`config.mk`:
```
export PLATFORM = sky130hd
export DESIGN_NAME = txr_engine
export DESIGN_NICKNAME = d
export VERILOG_FILES = /design/src/rtl/txr_pkg.sv /design/src/rtl/txr_ptr.sv /design/src/rtl/txr_lane.sv /design/src/rtl/txr_engine.sv
export SDC_FILE = /design/constraint.sdc
export NUM_CORES = 1
export LEC_CHECK = 0
export ABC_AREA = 1
export BUFFER_PORTS_ARGS = -buffer_cell sky130_fd_sc_hd__buf_2
export CAP_MARGIN = 20
export CORE_UTILIZATION = 55
export CTS_CLUSTER_DIAMETER = 50
export CTS_CLUSTER_SIZE = 16
export DETAILED_ROUTE_END_ITERATION = 12
export MAX_ROUTING_LAYER = met4
export PLACE_DENSITY = 0.82
export REMOVE_ABC_BUFFERS = 1
export SLEW_MARGIN = 5
export SYNTH_ARGS = -nofsm -noshare
export SYNTH_HDL_FRONTEND = slang
export SYNTH_SLANG_ARGS = --single-unit
```
`constraint.sdc`:
```
create_clock -name clk -period 2 [get_ports clk]
set_input_delay 0.1 -clock clk [delete_from_list [all_inputs] [get_ports clk]]
set_output_delay 0.1 -clock clk [all_outputs]
set_load 0.02 [all_outputs]
```
`src/rtl/txr_pkg.sv`:
```
package txr_pkg;
  localparam int OWN_BIT = 31;
  localparam int LS_BIT  = 30;
  localparam int FS_BIT  = 29;
  localparam int SET_BIT = 27;
  localparam int EOR_BIT = 25;
  localparam int ES_BIT  = 15;

  localparam logic [2:0] PS_STOP = 3'd0;
  localparam logic [2:0] PS_FTCH = 3'd1;
  localparam logic [2:0] PS_XFER = 3'd2;
  localparam logic [2:0] PS_CLOS = 3'd3;
  localparam logic [2:0] PS_SUSP = 3'd6;

  typedef enum logic [3:0] {
    S_STOP, S_ST, S_STW, S_CT, S_CTW, S_BA, S_BAW,
    S_DR, S_DRW, S_OUT, S_WB, S_SUSP
  } txr_state_e;
endpackage

```
`src/rtl/txr_ptr.sv`:
```
module txr_ptr #(
  parameter int AW = 12,
  parameter int STRIDE = 4
) (
  input  logic          clk,
  input  logic          rst,
  input  logic [AW-1:0] ring_base,
  input  logic          load_base,
  input  logic          advance,
  input  logic          eor,
  output logic [AW-1:0] cur
);
  localparam logic [AW-1:0] STEP = AW'(STRIDE);

  logic [AW-1:0] cur_q;

  always_ff @(posedge clk) begin
    if (rst)            cur_q <= '0;
    else if (load_base) cur_q <= ring_base;
    else if (advance)   cur_q <= eor ? ring_base : cur_q + STEP;
  end

  assign cur = cur_q;


  step_chk: assert property (@(posedge clk) disable iff (rst)
    (advance && !eor && !load_base) |=> cur_q == $past(cur_q) + STEP);

  wrap_chk: assert property (@(posedge clk) disable iff (rst)
    (advance && eor && !load_base) |=> cur_q == $past(ring_base));
endmodule

```
`src/rtl/txr_lane.sv`:
```
module txr_lane #(
  parameter int AW = 12,
  parameter int LW = 11
) (
  input  logic          clk,
  input  logic          rst,
  input  logic          load,
  input  logic [LW-1:0] len,
  input  logic [AW-1:0] base,
  input  logic          word_load,
  input  logic [31:0]   word,
  input  logic          take,
  output logic [7:0]    byte_o,
  output logic          first,
  output logic          last,
  output logic          word_done,
  output logic [AW-1:0] wptr
);
  logic [LW-1:0] rem_q;
  logic [1:0]    idx_q;
  logic [AW-1:0] wptr_q;
  logic [31:0]   word_q;
  logic          first_q;

  always_ff @(posedge clk) begin
    if (rst) begin
      rem_q   <= '0;
      idx_q   <= '0;
      wptr_q  <= '0;
      word_q  <= '0;
      first_q <= 1'b0;
    end else begin
      if (load) begin
        rem_q   <= len;
        idx_q   <= '0;
        wptr_q  <= base;
        first_q <= 1'b1;
      end else if (take) begin
        rem_q   <= rem_q - LW'(1);
        idx_q   <= idx_q + 2'd1;
        first_q <= 1'b0;
        if (idx_q == 2'd3) wptr_q <= wptr_q + AW'(1);
      end
      if (word_load) word_q <= word;
    end
  end

  assign byte_o    = word_q[{idx_q, 3'b000} +: 8];
  assign first     = first_q;
  assign last      = (rem_q == LW'(1));
  assign word_done = (idx_q == 2'd3);
  assign wptr      = wptr_q;


  take_nonempty_chk: assert property (@(posedge clk) disable iff (rst)
    take |-> rem_q != '0);

  count_down_chk: assert property (@(posedge clk) disable iff (rst)
    (take && !load) |=> rem_q == $past(rem_q) - LW'(1));
endmodule

```
`src/rtl/txr_engine.sv`:
```
module txr_engine
  import txr_pkg::*;
#(
  parameter int AW = 12,
  parameter int LW = 11
) (
  input  logic          clk,
  input  logic          rst,
  input  logic          run_en,
  input  logic          poll,
  input  logic [AW-1:0] ring_base,
  output logic          mem_req,
  output logic          mem_we,
  output logic [AW-1:0] mem_addr,
  output logic [31:0]   mem_wdata,
  input  logic [31:0]   mem_rdata,
  output logic          tx_valid,
  output logic [7:0]    tx_data,
  output logic          tx_first,
  output logic          tx_last,
  input  logic          tx_ready,
  input  logic          tx_abort,
  output logic          flt_valid,
  output logic [7:0]    flt_data,
  output logic          flt_last,
  output logic [2:0]    proc_state
);
  txr_state_e    state;
  logic [31:0]   ctrl_q;
  logic          err_q;
  logic [AW-1:0] cur, wptr;
  logic [7:0]    lane_byte;
  logic          lane_first, lane_last, lane_wdone;
  logic          out_act, is_setup, take, abort_now;
  logic [LW-1:0] len_w;

  assign len_w     = ctrl_q[LW-1:0];
  assign out_act   = (state == S_OUT);
  assign is_setup  = ctrl_q[SET_BIT];
  assign abort_now = out_act && !is_setup && tx_abort;
  assign take      = out_act && (is_setup || (tx_ready && !tx_abort));

  txr_ptr #(.AW(AW), .STRIDE(4)) u_ptr (
    .clk(clk), .rst(rst), .ring_base(ring_base),
    .load_base(state == S_STOP), .advance(state == S_WB),
    .eor(ctrl_q[EOR_BIT]), .cur(cur)
  );

  txr_lane #(.AW(AW), .LW(LW)) u_lane (
    .clk(clk), .rst(rst),
    .load(state == S_BAW), .len(len_w), .base(mem_rdata[AW+1:2]),
    .word_load(state == S_DRW), .word(mem_rdata),
    .take(take), .byte_o(lane_byte), .first(lane_first),
    .last(lane_last), .word_done(lane_wdone), .wptr(wptr)
  );

  always_ff @(posedge clk) begin
    if (rst) begin
      state  <= S_STOP;
      ctrl_q <= '0;
      err_q  <= 1'b0;
    end else begin
      unique case (state)
        S_STOP: if (run_en) state <= S_ST;
        S_ST: begin
          err_q <= 1'b0;
          state <= S_STW;
        end
        S_STW:  state <= mem_rdata[OWN_BIT] ? S_CT : S_SUSP;
        S_CT:   state <= S_CTW;
        S_CTW: begin
          ctrl_q <= mem_rdata;
          state  <= S_BA;
        end
        S_BA:   state <= S_BAW;
        S_BAW: begin
          if (len_w == '0) begin
            err_q <= 1'b1;
            state <= S_WB;
          end else begin
            state <= S_DR;
          end
        end
        S_DR:   state <= S_DRW;
        S_DRW:  state <= S_OUT;
        S_OUT: begin
          if (abort_now) begin
            err_q <= 1'b1;
            state <= S_WB;
          end else if (take) begin
            if (lane_last)       state <= S_WB;
            else if (lane_wdone) state <= S_DR;
          end
        end
        S_WB:   state <= run_en ? S_ST : S_STOP;
        S_SUSP: begin
          if (!run_en)   state <= S_STOP;
          else if (poll) state <= S_ST;
        end
        default: state <= S_STOP;
      endcase
    end
  end

  always_comb begin
    mem_req  = 1'b0;
    mem_addr = cur;
    unique case (state)
      S_ST: mem_req = 1'b1;
      S_CT: begin mem_req = 1'b1; mem_addr = cur + AW'(1); end
      S_BA: begin mem_req = 1'b1; mem_addr = cur + AW'(2); end
      S_DR: begin mem_req = 1'b1; mem_addr = wptr; end
      S_WB: mem_req = 1'b1;
      default: ;
    endcase
  end

  assign mem_we    = (state == S_WB);
  assign mem_wdata = {16'h0000, err_q, 15'h0000};

  assign tx_valid  = out_act && !is_setup;
  assign tx_data   = lane_byte;
  assign tx_first  = lane_first && ctrl_q[FS_BIT];
  assign tx_last   = lane_last && ctrl_q[LS_BIT];
  assign flt_valid = out_act && is_setup;
  assign flt_data  = lane_byte;
  assign flt_last  = lane_last;

  always_comb begin
    unique case (state)
      S_STOP:                   proc_state = PS_STOP;
      S_DR, S_DRW, S_OUT:       proc_state = PS_XFER;
      S_WB:                     proc_state = PS_CLOS;
      S_SUSP:                   proc_state = PS_SUSP;
      default:                  proc_state = PS_FTCH;
    endcase
  end


  hold_chk: assert property (@(posedge clk) disable iff (rst)
    (tx_valid && !tx_ready && !tx_abort) |=> tx_valid && $stable(tx_data));

  susp_quiet_chk: assert property (@(posedge clk) disable iff (rst)
    (proc_state == PS_SUSP && !poll) |=> !mem_req);

  abort_wb_chk: assert property (@(posedge clk) disable iff (rst)
    (tx_valid && tx_abort) |=> mem_we && mem_wdata[ES_BIT] && !tx_valid);

  stop_hold_chk: assert property (@(posedge clk) disable iff (rst)
    (proc_state == PS_STOP && !run_en) |=> proc_state == PS_STOP && !mem_req);

  setup_excl_chk: assert property (@(posedge clk) disable iff (rst)
    flt_valid |=> !tx_valid);
endmodule

```
==> impl_metrics.csv <==
group,metric,value,unit
yosys,async_flop_share,0,
drt,first_iter_violations,354,
pwr,p_comb_frac,0.429,
drt,viasPerCell,5.230,
yosys,syn_area,5270,sq um
worst_setup_path,worstPathRequired,1900,ps
pwr,ir_worst_vdd,656.8,uV
drt,num_vias,5612,
clocking,clockBufferDepth,2,
worst_setup_path,crit_arrival,1800,ps
layout,layout-drive-gt1-share,0.1739,
worst_setup_path,cp_max_fo,6,
clocking,cts_buffers,9,
pwr,swShare,0.4400,
sta,finalClockSkew,10.81,ps
sta,tightestPinTransition,499.5,ps
pwr,leakagePower,3.046,nW
sta,hold_viol_final,0,
worst_setup_path,crit_type,"flop to output pin",
drt,dr.pass1.iters,5,
clocking,htreeDepth,3,
worst_setup_path,startpoint_type,"flop",
die,dieArea,9977,sq um
layout,area_growth,20.09,%
sta,relSlewSlack,0.6666,
drt,route.detailed.drc,0,
die,rows,35,
yosys,yosys_register_bits,90,
die,ios,120,
clocking,cts.clk_slew.worst_paths,100,ps
global_routing,grt_start_max_net_pins,70,
sta,min_period,1898,ps
clocking,clkLatencyLatePin,360,ps
global_routing,grt_pass1_vias,5152,
yosys,synth_edf_count,0,
global_routing,grt.total_usage,0.3022,
sta,clock.fmax,0.5268,GHz
placement,io_buffers,88,
pwr,p_sw,3.005,mW
pwr,total_power,6.830,mW
global_routing,grt_first_pass_wirelength,23.67,mm
min_path,min_path_type,"input port to flop",
placement,hpwl,9.828,mm
layout,finish.utilization,0.6849,
sta,slew_violations,0,
clocking,clock-root-buffer,"clkbuf_8",
yosys,syn-instance-count,830,
yosys,synth_cell_type_count,34,
yosys,ys.flop_type,"dfxtp_1",
die,initial_utilization,0.5703,
pwr,p_int,3.825,mW
pwr,p_seq_frac,0.372,
sta,fin_hold_ws,18.44,ps
yosys,ys_seq_area_frac,0.3419,
die,dieWidth,99.89,um
clocking,tritoncts,"yes",
sta,setup_viol,0,
layout,nNetsFinal,995,
pwr,power.share.clock,0.199,
yosys,yosys_warnings,0,
yosys,avgSynthCellArea,6.349,sq um
drt,wl_per_cell,13.20,um
drt,drt_wl_total,14.16,mm
global_routing,antenna_found_initial,1,
run,drv_cap,0,
placement,gp_congestion,0.9791,
die,die_y,99.89,um
sta,rsz0062_at_grt,"yes",
status,run_status,"finished clean",
die,coreArea,9240,sq um
pwr,powerDensity,1079,nW/um^2
worst_setup_path,end_kind,"output pin",
drt,ant_nets,0,
sta,finalCritPeriodShare,0.9491,
clocking,cts_sinks,90,
global_routing,grt-ovfl-total,0,
routing by layer:
metal | up-vias | global-route usage | share of wire
li1 | 2823 | - | -
met1 | 2539 | 0.4079 | 0.46
met2 | 228 | 0.4716 | 0.46
met3 | 22 | 0.03343 | 0.062
met4 | 0 | 0.1029 | 0.016
met5 | - | - | 0
cells by family (layout without fill, tap and decap cells):
logic type / after synthesis / count (layout) / synth area share
fa+ha+maj: 7 / 7 / 0.01662
xor+xnor: 13 / 13 / 0.02161
flops: 90 / 90 / 0.3419
compound gates: 172 / 172 / 0.1764
other cells: 1 / 32 / 0.0007116
buf+inv: 154 / 237 / 0.1413
simple gates: 393 / 393 / 0.3015
registers in the layout, indices dropped and copies added, names as in the netlist:
signal,cells
ctrl_q,15
err_q,1
state,4
u_lane.first,1
u_lane.idx_q,2
u_lane.rem_q,11
u_lane.word_q,32
u_lane.wptr,12
u_ptr.cur,12
placed cells by master (no fill, tap or decap), types with 3 or more instances in the layout:
| cell type | Yosys | layout |
|---|---|---|
| nand4_1 | 9 | 9 |
| conb_1 | 1 | 31 |
| dfxtp_2 | 0 | 4 |
| a31oi_1 | 8 | 8 |
| a211oi_1 | 4 | 4 |
| dfxtp_1 | 90 | 82 |
| o21ai_0 | 98 | 92 |
| buf_2 | 6 | 86 |
| nor3_1 | 9 | 8 |
| o22ai_1 | 12 | 12 |
| clkbuf_8 | 0 | 9 |
| dlygate4sd3_1 | 0 | 26 |
| inv_6 | 0 | 3 |
| buf_4 | 42 | 23 |
| inv_2 | 2 | 4 |
| nor2_1 | 164 | 159 |
| o211ai_1 | 7 | 7 |
| nand2_1 | 168 | 160 |
| dfxtp_4 | 0 | 4 |
| a21oi_1 | 37 | 36 |
| ha_1 | 7 | 5 |
| nand3_1 | 35 | 35 |
| o21ai_1 | 1 | 6 |
| xnor2_1 | 3 | 3 |
| nor2_4 | 2 | 3 |
| nor2_2 | 1 | 5 |
| xor2_1 | 10 | 10 |
| nand2_2 | 2 | 7 |
| nand2_4 | 1 | 4 |
| inv_1 | 82 | 80 |
area by class of cell:
type / instances / area (sq um)
Antenna cell: 1 / 2.502
Clock buffer: 9 / 123.9
Clock inverter: 7 / 92.59
Tap cell: 129 / 161.4
Multi-Input combinational cell: 616 / 2923
Inverter: 85 / 320.3
Sequential cell: 90 / 1822
Fill cell: 851 / 2912
Timing Repair Buffer: 136 / 883.3
worst max-delay path: stages, from the launching register on:
cell and delay, ps:
dfxtp_4 370, inv_2 80, nand2_1 80, nor2_1 90, buf_4 170, nand2_2 90
nand2_4 100, nand2_1 50, o211ai_1 220, buf_4 190
cells in the mapped netlist, types with 8 or more instances:
master / count / area, sq um
a21oi_1: 37 / 185.2
a31oi_1: 8 / 50.05
buf_4: 42 / 315.3
clkbuf_1: 21 / 78.83
dfxtp_1: 90 / 1802
inv_1: 82 / 307.8
nand2_1: 168 / 630.6
nand3_1: 35 / 175.2
nand4_1: 9 / 56.30
nor2_1: 164 / 615.6
nor3_1: 9 / 45.04
o21ai_0: 98 / 490.5
o22ai_1: 12 / 75.07
xor2_1: 10 / 87.58
worst paths after layout:
check / endpoint / slack, ps / cells past startpoint / start
min: u_lane.word_q[5] / 20 / 3 / mem_rdata[5]
max: mem_addr[3] / 100 / 9 / state[3]
min reg2reg: u_lane.rem_q[1] / 470 / 2 / u_lane.rem_q[1]
max reg2reg: u_lane.rem_q[0] / 320 / 7 / state[1]
power by group through the flow:
stage | logic (mW) | clock network [mW] | registers (mW)
2_1_floorplan | 1.93 | 0 | 2.46
3_3_place_gp | 2.76 | 0 | 2.52
3_5_place_dp | 2.76 | 0 | 2.52
4_1_cts | 2.82 | 1.37 | 2.49
5_1_grt | 3.28 | 1.47 | 2.60
6_report | 2.93 | 1.36 | 2.54
per-stage QoR:
stage	instances	setup WS [ps]	instance area, sq um	setup TNS, ps
floorplan	791	-348.2	4959	-11140
global placement	1028	290.0	5723	0
detailed placement	1028	229.6	5723	0
CTS	1070	0.07616	6208	0
global route	1073	-20.49	6329	-36.22
finish	1073	101.7	6329	0
timing repair:
item,in CTS,in global routing
hold buffers,26,0
pin swaps,0,3
resized for setup,6,40
setup endpoints to repair,7,23
endpoints found under the hold margin,28,0
setup buffers,0,2
Power figures use the tool's default switching activity.
